--- src/rtl/fpu_err_sideband.sv ---
module fpu_err_sideband #(
  parameter int unsigned ADDR_W      = 16,
  parameter logic [15:0] ACK_PORT    = 16'h00F0,
  parameter int unsigned SYNC_STAGES = 2
) (
  input  logic              clk,
  input  logic              rst_n,
  input  logic              strap_ign,
  input  logic              func_en,
  input  logic              fpu_err_n,
  input  logic              io_wr,
  input  logic [ADDR_W-1:0] io_addr,
  output logic              ignore_err_n,
  output logic              irq13
);

  localparam logic [ADDR_W-1:0] PORT_MATCH = ADDR_W'(ACK_PORT);

  logic [SYNC_STAGES-1:0] err_pipe;
  logic                   err_sync;
  logic                   ack_hit;
  logic                   ign_q;
  logic                   ign_d;

  always_ff @(posedge clk or negedge rst_n) begin
    if (!rst_n) err_pipe <= '0;
    else        err_pipe <= {err_pipe[SYNC_STAGES-2:0], ~fpu_err_n};
  end

  assign err_sync = err_pipe[SYNC_STAGES-1];
  assign ack_hit  = io_wr && (io_addr == PORT_MATCH);

  always_comb begin
    ign_d = ign_q;
    if (!func_en || !err_sync) ign_d = 1'b0;
    else if (ack_hit)          ign_d = 1'b1;
  end

  always_ff @(posedge clk or negedge rst_n) begin
    if (!rst_n) ign_q <= 1'b0;
    else        ign_q <= ign_d;
  end

  assign irq13        = func_en && err_sync;
  assign ignore_err_n = rst_n ? ~ign_q : strap_ign;

  p_release_after_err_r4: assert property (@(posedge clk) disable iff (!rst_n)
    (ign_q && !err_sync) |=> !ign_q);

  p_arm_only_by_write_r3: assert property (@(posedge clk) disable iff (!rst_n)
    $rose(ign_q) |-> $past(ack_hit && err_sync && func_en));

  p_disable_clears_r6: assert property (@(posedge clk) disable iff (!rst_n)
    !func_en |=> !ign_q);

  p_hold_while_err_r4: assert property (@(posedge clk) disable iff (!rst_n)
    (func_en && err_sync && ign_q) |=> ign_q);

  p_no_arm_without_err_r5: assert property (@(posedge clk) disable iff (!rst_n)
    (!err_sync && !ign_q) |=> !ign_q);

endmodule

--- config.mk ---
export PLATFORM = sky130hd
export DESIGN_NAME = fpu_err_sideband
export DESIGN_NICKNAME = d
export VERILOG_FILES = /design/src/rtl/fpu_err_sideband.sv
export SDC_FILE = /design/constraint.sdc
export NUM_CORES = 1
export LEC_CHECK = 0
export BUFFER_PORTS_ARGS = -buffer_cell sky130_fd_sc_hd__clkbuf_2
export CORE_AREA = 2 2 39 41
export CTS_CLUSTER_DIAMETER = 80
export DETAILED_ROUTE_END_ITERATION = 7
export DIE_AREA = 0 0 41 43
export SLEW_MARGIN = 0
export SYNTH_ARGS = -nofsm -noshare
export SYNTH_HDL_FRONTEND = slang
export SYNTH_SLANG_ARGS = --single-unit
--- constraint.sdc ---
create_clock -name clk -period 1.1 [get_ports clk]
set_clock_uncertainty 0.2 [all_clocks]
set_input_delay 0.11 -clock clk [delete_from_list [all_inputs] [get_ports clk]]
set_output_delay 0.11 -clock clk [all_outputs]
set_load 0.02 [all_outputs]
Yosys cells after proc, flatten, opt, wreduce, memory -nomap -nowiden --
Cells that the tools add are included.
Storage, ports and cells: memory bits (read-only) 0, register bits 3, bits in latches 0, bits in writable memories 0, input port bits 22, memories kept 0
Cells by class: muxes and demuxes 3, div/mod/pow operators 0, $lt $le $gt $ge 0, add/sub/neg operators 0, multipliers 0, reduce and logical (&&, ||, !) cells 6, equality and inequality tests 1, bitwise gates (word level) 2, shift-type cells 0
Operators by type and width (count):
- $eq 16x8->1 const B | 1
- $mux 1 | 3
- $logic_and 1x1->1 | 2
- $logic_not 1->1 | 2
- $not 1->1 | 2
- $reduce_bool 2->1 | 1
- $logic_or 1x1->1 | 1

Longest topological paths before layout --
Gate-level depths: netlist of the first run.
word-level depth 4, gate-level depth with buffers 3, gate-level depth less buffers 3

Worst setup path before layout of the first run --
Ideal clock, no wire load.
kind reg2reg, start point reg err_pipe[1], end point reg ign_q, path slack -0.021 ns, required time 0.797 ns, stages on the path, launching flop included 4, data arrival time 0.817 ns, clock period less this slack 1.121 ns, path through dfrtp_1 > and2_1 > nand2_1 > o41ai_2
On the way: longest elaborated chain between the ends 3
RTL lines:
- start, declared | RTL line 19 | logic [SYNC_STAGES-1:0] err_pipe;
- start signal, assigned | RTL line 27 | else err_pipe <= {err_pipe[SYNC_STAGES-2:0], ~fpu_err_n};
- $logic_not 1->1 (*) | RTL line 35 | if (!func_en || !err_sync) ign_d = 1'b0;
- $logic_or 1x1->1 (*) | RTL line 35
- $mux 1 / $reduce_bool 2->1 (equally long branches)
- end signal, assigned | RTL line 41 | else ign_q <= ign_d;
- end, declared | RTL line 22 | logic ign_q;
Mark *: on every way between the ends. The rest lies on a longest branch, timed or not. A chain may end at the register's enable or synchronous reset.

Worst setup path after layout of the first run --
start point reg ign_q, end point out ignore_err_n
On the way: longest elaborated chain between the ends 2
RTL lines:
- $not 1->1 | RTL line 45 | assign ignore_err_n = rst_n ? ~ign_q : strap_ign;
- $mux 1 | RTL line 45
- end, declared | RTL line 13 | output logic ignore_err_n,
Every way passes these cells.

==> impl_metrics.tcl, run 1 <==
set metrics [dict create \
    grt_pass1_wl_um 676 \
    crit_family "flip-flops" \
    path_cells "mux2i_1 > buf_4" \
    wirelength_um 533 \
    netlist.area_leader.share 0.4545 \
    drcViolationCount 0 \
    relSlewSlack 0.8486 \
    drtIter0Drc 0 \
    grt_use_total 0.06332 \
    setup_viol_count_final 2 \
    first_global_vias 195 \
    dieArea_um2 1763 \
    syn-mean-instance-area_um2 9.175 \
    synthCells 18 \
    grt_max_degree 4 \
    die_h_um 43 \
    cp.depth 2 \
    path_buf_inv 1 \
    synth_nets 40 \
    fmax_mhz 820.0 \
    whs_path_depth 3 \
    cts.clk_slew.worst_paths_ns 0.04 \
    rsz0062_at_grt "true" \
    synthDistinctLibCells 10 \
    cp_slowest_stage_delay_ns 0.38 \
    viasPerCell 3.609 \
    cts.sinks 3 \
    wl_per_cell_um 8.328 \
    grt_overflow 0 \
    syn_area_um2 165.2 \
    core_area_um2 1384 \
    slowest_stage "dfrtp_1" \
    cp.required_ns 0.79 \
    crit_path_end_kind "output pin" \
    die_w_um 41 \
    fp-row-count 14 \
    nets 71 \
    worstPathMaxFanout 2 \
    synth_warnings 0 \
    r2r_slack_ns 0.06 \
    antennaDiodeCount 0 \
    synthFlopType "dfrtp_1" \
    crit_type "register to output pin" \
    period_needed_ns 1.219 \
    hold_class "primary input to register" \
    synthArstFlopShare 1.000 \
    start_kind "register" \
    rr_worst_depth 3 \
    drive_gt1_frac 0.6250 \
    post-route-cell-area_um2 369.1 \
    synth.most_common_cell "nor2_1" \
    area_growth_pct 123.5 \
    postCtsHoldBufs 2 \
    synth_enable_flop_cells 0 \
    ys_top_cells_by_area "dfrtp_1 (45%), o41ai_2 (9.8%), nor2_1 (9.1%)" \
    pin_count 24 \
    netlist_top_cells_count "nor2_1 (4), dfrtp_1 (3), nand2_1 (3), inv_1 (2)" \
    antenna_left 0 \
    powerDensity_nw_per_um2 1025 \
    cts.path.max_buffers 2 \
    initial_utilization 0.1193 \
    fin_ws_ns -0.1194 \
    holdCritStartpoint "io_wr" \
    firstDrtPassIters 1 \
    htreeDepth 1 \
    whs_ns -0.06537 \
    postPlaceCellArea_um2 301.5 \
    vias 231 \
    status "finished, violations left" \
    synth_top_cell_by_area "dfrtp_1" \
    violations "negative hold slack, negative setup slack" \
    antenna_found_initial 0 \
    hold_viol_final 1 \
    r2r_start "err_pipe[1]" \
    timing.rr.end "ign_q" \
    cap_violations 0 \
    place_congestion 0.6140 \
    critPathArrivalTime_ns 0.91 \
    utilization 0.2667 \
    hold_end "ign_q" \
    insertion_delay_ns 0.23 \
    leakagePower_nw 0.2052 \
    finalCritPeriodShare 1.109 \
    ys_ff_latch 3 \
    worstMarginPinSlew_ns 0.2246 \
    cts-root-buf "clkbuf_4" \
    cts_buffers 3 \
    port_buffers 23 \
    tritoncts "built" \
    dp_hpwl_um 423.4 \
    vdd_drop_max_v 0.0003986 \
    seq_area_frac_synth 0.4545 \
    slew_violations 0 \
]
## registers in the layout (all words and copies together) (netlist names)
register and flops:
ign_q 1, err_pipe 2
## worst max-delay path by stage
stage | start | end | slack, ns
final | ign_q | ignore_err_n | -0.12
after global routing | ign_q | ignore_err_n | -0.20
after CTS | ign_q | ignore_err_n | -0.15
after detailed placement | io_addr[11] | ign_q | -0.16
after global placement | io_addr[11] | ign_q | -0.12
after floorplan | io_addr[11] | ign_q | 0.01
## final cells by class
| type | instances | area [um^2] |
|---|---|---|
| flip-flops and latches | 3 | 75.07 |
| multi-input cells | 13 | 85.08 |
| clock buffers | 4 | 26.28 |
| fillers | 147 | 1015 |
| repair buffers | 26 | 155.1 |
| well taps | 16 | 20.02 |
| inverters | 2 | 7.507 |
## worst reg2reg max path: stages (launching register included)
cell	delay, ns
dfrtp_1	0.33
and2_4	0.16
nand2_1	0.07
o41ai_2	0.19
## logic make-up (layout without fill, tap and decap cells)
kind of cell | after synthesis | in the layout | share of synthesized area
AOI/OAI and AO/OA | 1 | 1 | 0.09851
DFF | 3 | 3 | 0.4545
and+or+nand+nor | 11 | 11 | 0.3409
buffers and inverters | 2 | 32 | 0.04547
muxes | 1 | 1 | 0.06061
## layer usage
metal	global-route usage	part of all wire	wire, um	vias to the layer above
met5	0	0	0	-
met3	0.06283	0.19	102	0
met2	0.08750	0.34	181	24
met4	0.02000	0	0	0
met1	0.06452	0.47	249	86
li1	-	-	-	121
## where the power goes
group          internal, mW  total (mW)  switching [mW]
Clock                 0.136       0.189          0.0534
Sequential            0.115       0.116         0.00116
Combinational        0.0456      0.0733          0.0276
## cells in the final DEF (no fill, tap or decap)
cell type and instances:
buf_8 1, nor2_1 4, dlygate4sd3_1 2, and2_4 1, o41ai_2 1, inv_1 2, buf_4 2, nand4_1 1
nand3_1 1, nor4_2 1, clkbuf_1 1, clkbuf_4 3, nand2_1 3, mux2i_1 1, clkbuf_2 21, dfrtp_1 3
## timing repair
item / 4_1_cts / 5_1_grt
setup buffers: 0 / 1
resized for setup: 4 / 2
endpoints found under the hold margin: 5 / 1
endpoints found under the setup margin: 2 / 2
pin swaps: 0 / 0
## through the flow
| stage | setup TNS [ns] | power, mW | worst slack, ns | cells |
|---|---|---|---|---|
| final | -0.1886 | 0.3783 | -0.1194 | 64 |
| after global routing | -0.3029 | 0.4114 | -0.1961 | 64 |
| after CTS | -0.2454 | 0.3905 | -0.1496 | 63 |
| after detailed placement | -0.1581 | 0.1783 | -0.1581 | 57 |
| after global placement | -0.1178 | 0.1774 | -0.1178 | 57 |
| after floorplan | 0 | 0.1339 | 0.01031 | 18 |
Note: power is estimated with default switching activity, not from simulation.
==> run 2, diff against run 1 <==
--- a/config.mk
+++ b/config.mk
@@ -7,6 +7,7 @@
 export LEC_CHECK = 0
 export BUFFER_PORTS_ARGS = -buffer_cell sky130_fd_sc_hd__clkbuf_2
 export CORE_AREA = 2 2 39 41
+export CTS_BUF_LIST = sky130_fd_sc_hd__clkbuf_4 sky130_fd_sc_hd__clkbuf_8
 export CTS_CLUSTER_DIAMETER = 80
 export DETAILED_ROUTE_END_ITERATION = 7
 export DIE_AREA = 0 0 41 43
==> impl_metrics.tcl, run 2 (synthesis gave the netlist of run 1 again) <==
set metrics [dict create \
    first_global_vias 184 \
    post-route-cell-area_um2 372.9 \
    vias 225 \
    firstDrtPassIters 2 \
    slowest_stage "dfrtp_1" \
    pin_count 24 \
    finalCritPeriodShare 1.111 \
    initial_utilization 0.1193 \
    drive_gt1_frac 0.6458 \
    relSlewSlack 0.8567 \
    r2r_slack_ns 0.07 \
    largest_reg_flops 2 \
    path_buf_inv 1 \
    slew_violations 0 \
    fmax_mhz 818.1 \
    rsz0062_at_grt "true" \
    timing.rr.end "ign_q" \
    final_common_cell "clkbuf_2" \
    fin_ws_ns -0.1224 \
    whs_path_depth 3 \
    nets 71 \
    viasPerCell 3.516 \
    die_h_um 43 \
    powerDensity_nw_per_um2 1085 \
    grt_use_total 0.05829 \
    multi_input_area_um2 85.08 \
    htreeDepth 1 \
    start_kind "register" \
    die_w_um 41 \
    grt_pass1_wl_um 621 \
    tritoncts "built" \
    antenna_left 0 \
    drcViolationCount 0 \
    rr_worst_depth 3 \
    holdCritStartpoint "io_wr" \
    cap_violations 0 \
    fp-row-count 14 \
    worstPathMaxFanout 2 \
    hold_viol_final 1 \
    dieArea_um2 1763 \
    place_congestion 0.6140 \
    port_buffers 23 \
    area_growth_pct 125.8 \
    cts-root-buf "clkbuf_4" \
    highest_layer "met3" \
    path_cells "mux2i_1 > buf_4" \
    antennaDiodeCount 0 \
    cts.clk_slew.worst_paths_ns 0.04 \
    violations "negative hold slack, negative setup slack" \
    insertion_delay_ns 0.23 \
    regMostFlops "err_pipe" \
    leakagePower_nw 0.2086 \
    fillers 146 \
    whs_ns -0.07086 \
    wl_per_cell_um 7.969 \
    tns_ns -0.1928 \
    utilization 0.2694 \
    core_area_um2 1384 \
    setup_viol_count_final 2 \
    period_needed_ns 1.222 \
    dr_wl_met2_um 157 \
    grt_max_degree 4 \
    cts.path.max_buffers 2 \
    cts.sinks 3 \
    hold_class "primary input to register" \
    critPathArrivalTime_ns 0.91 \
    reg_top3 "err_pipe x2, ign_q x1" \
    cp_slowest_stage_delay_ns 0.39 \
    drtIter0Drc 3 \
    status "finished, violations left" \
    hold_end "ign_q" \
    crit_family "flip-flops" \
    dp_hpwl_um 423.4 \
    regArea_um2 75.07 \
    final_cell_mix "clkbuf_2 (21), nor2_1 (4), clkbuf_4 (4), nand2_1 (3), dfrtp_1 (3)" \
    postPlaceCellArea_um2 301.5 \
    crit_type "register to output pin" \
    met1_length_um 251 \
    cp.required_ns 0.79 \
    dr_wl_met3_um 102 \
    postCtsHoldBufs 2 \
    wirelength_um 510 \
    cts_buffers 3 \
    worstMarginPinSlew_ns 0.2127 \
    vdd_drop_max_v 0.0005036 \
    grt_overflow 0 \
    crit_path_end_kind "output pin" \
    r2r_start "err_pipe[1]" \
    antenna_found_initial 0 \
]
-- run 2: changes by cell type in the layout (fill, tap and decap cells not counted) --
cell,previous run,this run
clkbuf_1,1,0
clkbuf_4,3,4
-- run 2: layout make-up --
cell class,count,share of cell area
Clock buffer,4,0.08054
Tap cell,16,0.05369
Timing Repair Buffer,26,0.4161
Multi-Input combinational cell,13,0.2282
Inverter,2,0.02013
Sequential cell,3,0.2013
-- run 2: per-stage QoR --
stage,cells,power [mW],setup slack (ns)
after CTS,63,0.4166,-0.1515
after detailed placement,57,0.1783,-0.1581
after floorplan,18,0.1339,0.01031
final,64,0.4044,-0.1224
after global placement,57,0.1774,-0.1178
after global routing,64,0.4392,-0.2001
-- run 2: per-layer routing --
layer | global-route usage | vias up
met5 | 0 | -
met4 | 0.02000 | 0
met3 | 0.06283 | 0
met2 | 0.07188 | 24
met1 | 0.06452 | 80
li1 | - | 121
-- run 2: worst max path at each step --
stage                      startpoint           end  slack, ns  depth (start not counted)
after floorplan           io_addr[11]         ign_q       0.01                          3
after global placement    io_addr[11]         ign_q      -0.12                          4
after detailed placement  io_addr[11]         ign_q      -0.16                          4
after CTS                       ign_q  ignore_err_n      -0.15                          2
after global routing            ign_q  ignore_err_n      -0.20                          2
final                           ign_q  ignore_err_n      -0.12                          2
-- run 2: worst reg2reg max path, delay by kind of cell (launching register included) --
kind | cells | cell delay [ns]
compound gates | 1 | 0.18
flops | 1 | 0.33
simple gates | 2 | 0.22
-- run 2: power breakdown --
group	internal, mW	leakage, nW	switching (mW)	total (mW)
clock	0.160	0.0184	0.0549	0.215
sequential	0.115	0.0373	0.00118	0.116
combinational	0.0456	0.153	0.0275	0.0732
total	0.321	0.209	0.0837	0.404
-- run 2: what timing repair did --
item	4_1_cts	5_1_grt
gates resized for setup	4	2
endpoints found under the hold margin	5	1
buffers inserted	0	1
pin swaps	0	0
endpoints found under the setup margin	2	2
==> run 3, diff against run 2 <==
--- a/config.mk
+++ b/config.mk
@@ -11,6 +11,8 @@
 export CTS_CLUSTER_DIAMETER = 80
 export DETAILED_ROUTE_END_ITERATION = 7
 export DIE_AREA = 0 0 41 43
+export MAX_ROUTING_LAYER = met4
+export SETUP_SLACK_MARGIN = 0.1
 export SLEW_MARGIN = 0
 export SYNTH_ARGS = -nofsm -noshare
 export SYNTH_HDL_FRONTEND = slang
==> impl_metrics.tcl, run 3 (synthesis gave the netlist of run 1 again) <==
set metrics [dict create \
    path_cells "mux2i_2 > buf_4" \
    cp.required_ns 0.79 \
    drive_gt1_frac 0.7200 \
    final_cell_mix "clkbuf_2 (21), nor2_1 (4), clkbuf_4 (4), dfrtp_1 (3), buf_4 (3)" \
    area_growth_pct 142.4 \
    initial_utilization 0.1193 \
    grt_max_degree 4 \
    powerDensity_nw_per_um2 1041 \
    relSlewSlack 0.8449 \
    largest_reg_flops 2 \
    path_buf_inv 1 \
    worstMarginPinSlew_ns 0.2302 \
    drcViolationCount 0 \
    place_ws_ns -0.1495 \
    cts.sinks 3 \
    fp-row-count 14 \
    crit_family "flip-flops" \
    fin_ws_ns -0.1428 \
    first_global_vias 260 \
    violations "negative hold slack, negative setup slack" \
    utilization 0.2893 \
    postCtsHoldBufs 2 \
    period_needed_ns 1.243 \
    cts_buffers 3 \
    cts.clk_slew.worst_paths_ns 0.04 \
    dieArea_um2 1763 \
    wirelength_um 526 \
    port_buffers 23 \
    vdd_drop_max_v 0.0005379 \
    whs_ns -0.06821 \
    regMostFlops "err_pipe" \
    setup_viol_count_final 2 \
    reg_top3 "err_pipe x2, ign_q x1" \
    fmax_mhz 804.6 \
    slew_violations 0 \
    place_congestion 0.6756 \
    antennaDiodeCount 0 \
    status "finished, violations left" \
    antenna_found_initial 0 \
    cap_violations 0 \
    crit_path_end_kind "output pin" \
    drtIter0Drc 2 \
    worstPathMaxFanout 2 \
    cp_slowest_stage_delay_ns 0.38 \
    rsz0062_at_grt "true" \
    final_common_cell "clkbuf_2" \
    hold_class "primary input to register" \
    fillers 149 \
    pin_count 24 \
    nets 73 \
    cts.path.max_buffers 2 \
    tns_ns -0.2442 \
    grt_pass1_wl_um 869 \
    hold_viol_final 1 \
    htreeDepth 1 \
    grt_use_total 0.08161 \
    die_w_um 41 \
    cts-root-buf "clkbuf_4" \
    grt_overflow 0 \
    insertion_delay_ns 0.23 \
    die_h_um 43 \
    firstDrtPassIters 2 \
    slowest_stage "dfrtp_1" \
    critPathArrivalTime_ns 0.93 \
    antenna_left 0 \
    viasPerCell 3.773 \
    tritoncts "built" \
    wl_per_cell_um 7.970 \
    crit_type "register to output pin" \
    finalCritPeriodShare 1.130 \
    leakagePower_nw 0.2199 \
    core_area_um2 1384 \
    dp_hpwl_um 434.5 \
    vias 249 \
    power.total_mw 0.4169 \
    start_kind "register" \
]
## run 3: changes by cell type in the layout (fill, tap and decap cells not counted)
cell     change
mux2i_2      +1
mux2i_1      -1
buf_6        +1
nand2_2      +2
buf_4        +1
nand2_1      -2
## run 3: metal layers
metal / GRT usage / up-vias / share of wire
li1: - / 125 / -
met1: 0.07166 / 100 / 0.37
met2: 0.1125 / 24 / 0.44
met3: 0.04712 / 0 / 0.18
met4: 0.08000 / 0 / 0
met5: - / - / 0
## run 3: tightest hold or removal path, stage by stage
cell and delay, ns:
clkbuf_2 0.08, nand2_1 0.06, o41ai_2 0.07
## run 3: final cells by class
| cell class | instances | area, um^2 | share of cell area |
|---|---|---|---|
| Multi-Input combinational cell | 13 | 93.84 | 0.2344 |
| Clock buffer | 4 | 30.03 | 0.07500 |
| Inverter | 2 | 7.507 | 0.01875 |
| Sequential cell | 3 | 75.07 | 0.1875 |
| Timing Repair Buffer | 28 | 173.9 | 0.4344 |
| Tap cell | 16 | 20.02 | 0.05000 |
## run 3: path summary, 6_finish.rpt
path / startpoint / endpoint / slack, ns / cells after the start
worst min-delay path: io_wr / ign_q / -0.07 / 3
worst min register to register: err_pipe[0] / err_pipe[1] / 0.14 / 0
worst max register to register: err_pipe[1] / ign_q / 0.03 / 4
max in group asynchronous: rst_n / ign_q / 0.48 / 3
worst max-delay path: ign_q / ignore_err_n / -0.14 / 2
min in group asynchronous: rst_n / err_pipe[1] / 0.13 / 3
## run 3: what timing repair did
action / CTS / global route
pin swaps: 0 / 1
buffers inserted: 0 / 2
endpoints found under the hold margin: 5 / 1
gates resized for setup: 4 / 5
endpoints found under the setup margin: 3 / 3
## run 3: stage by stage
step | cell area (um^2) | instances | hold WS (ns)
global placement | 312.8 | 58 | -0.1711
CTS | 375.4 | 64 | -0.07264
detailed placement | 312.8 | 58 | -0.1704
floorplan | 170.2 | 18 | -0.3856
finish | 400.4 | 66 | -0.06821
global route | 400.4 | 66 | -0.07026
## run 3: power by group
part	total (mW)	internal [mW]	switching, mW	leakage (nW)
Combinational	0.0827	0.0524	0.0303	0.164
Clock	0.218	0.161	0.0579	0.0184
Sequential	0.116	0.115	0.000983	0.0373
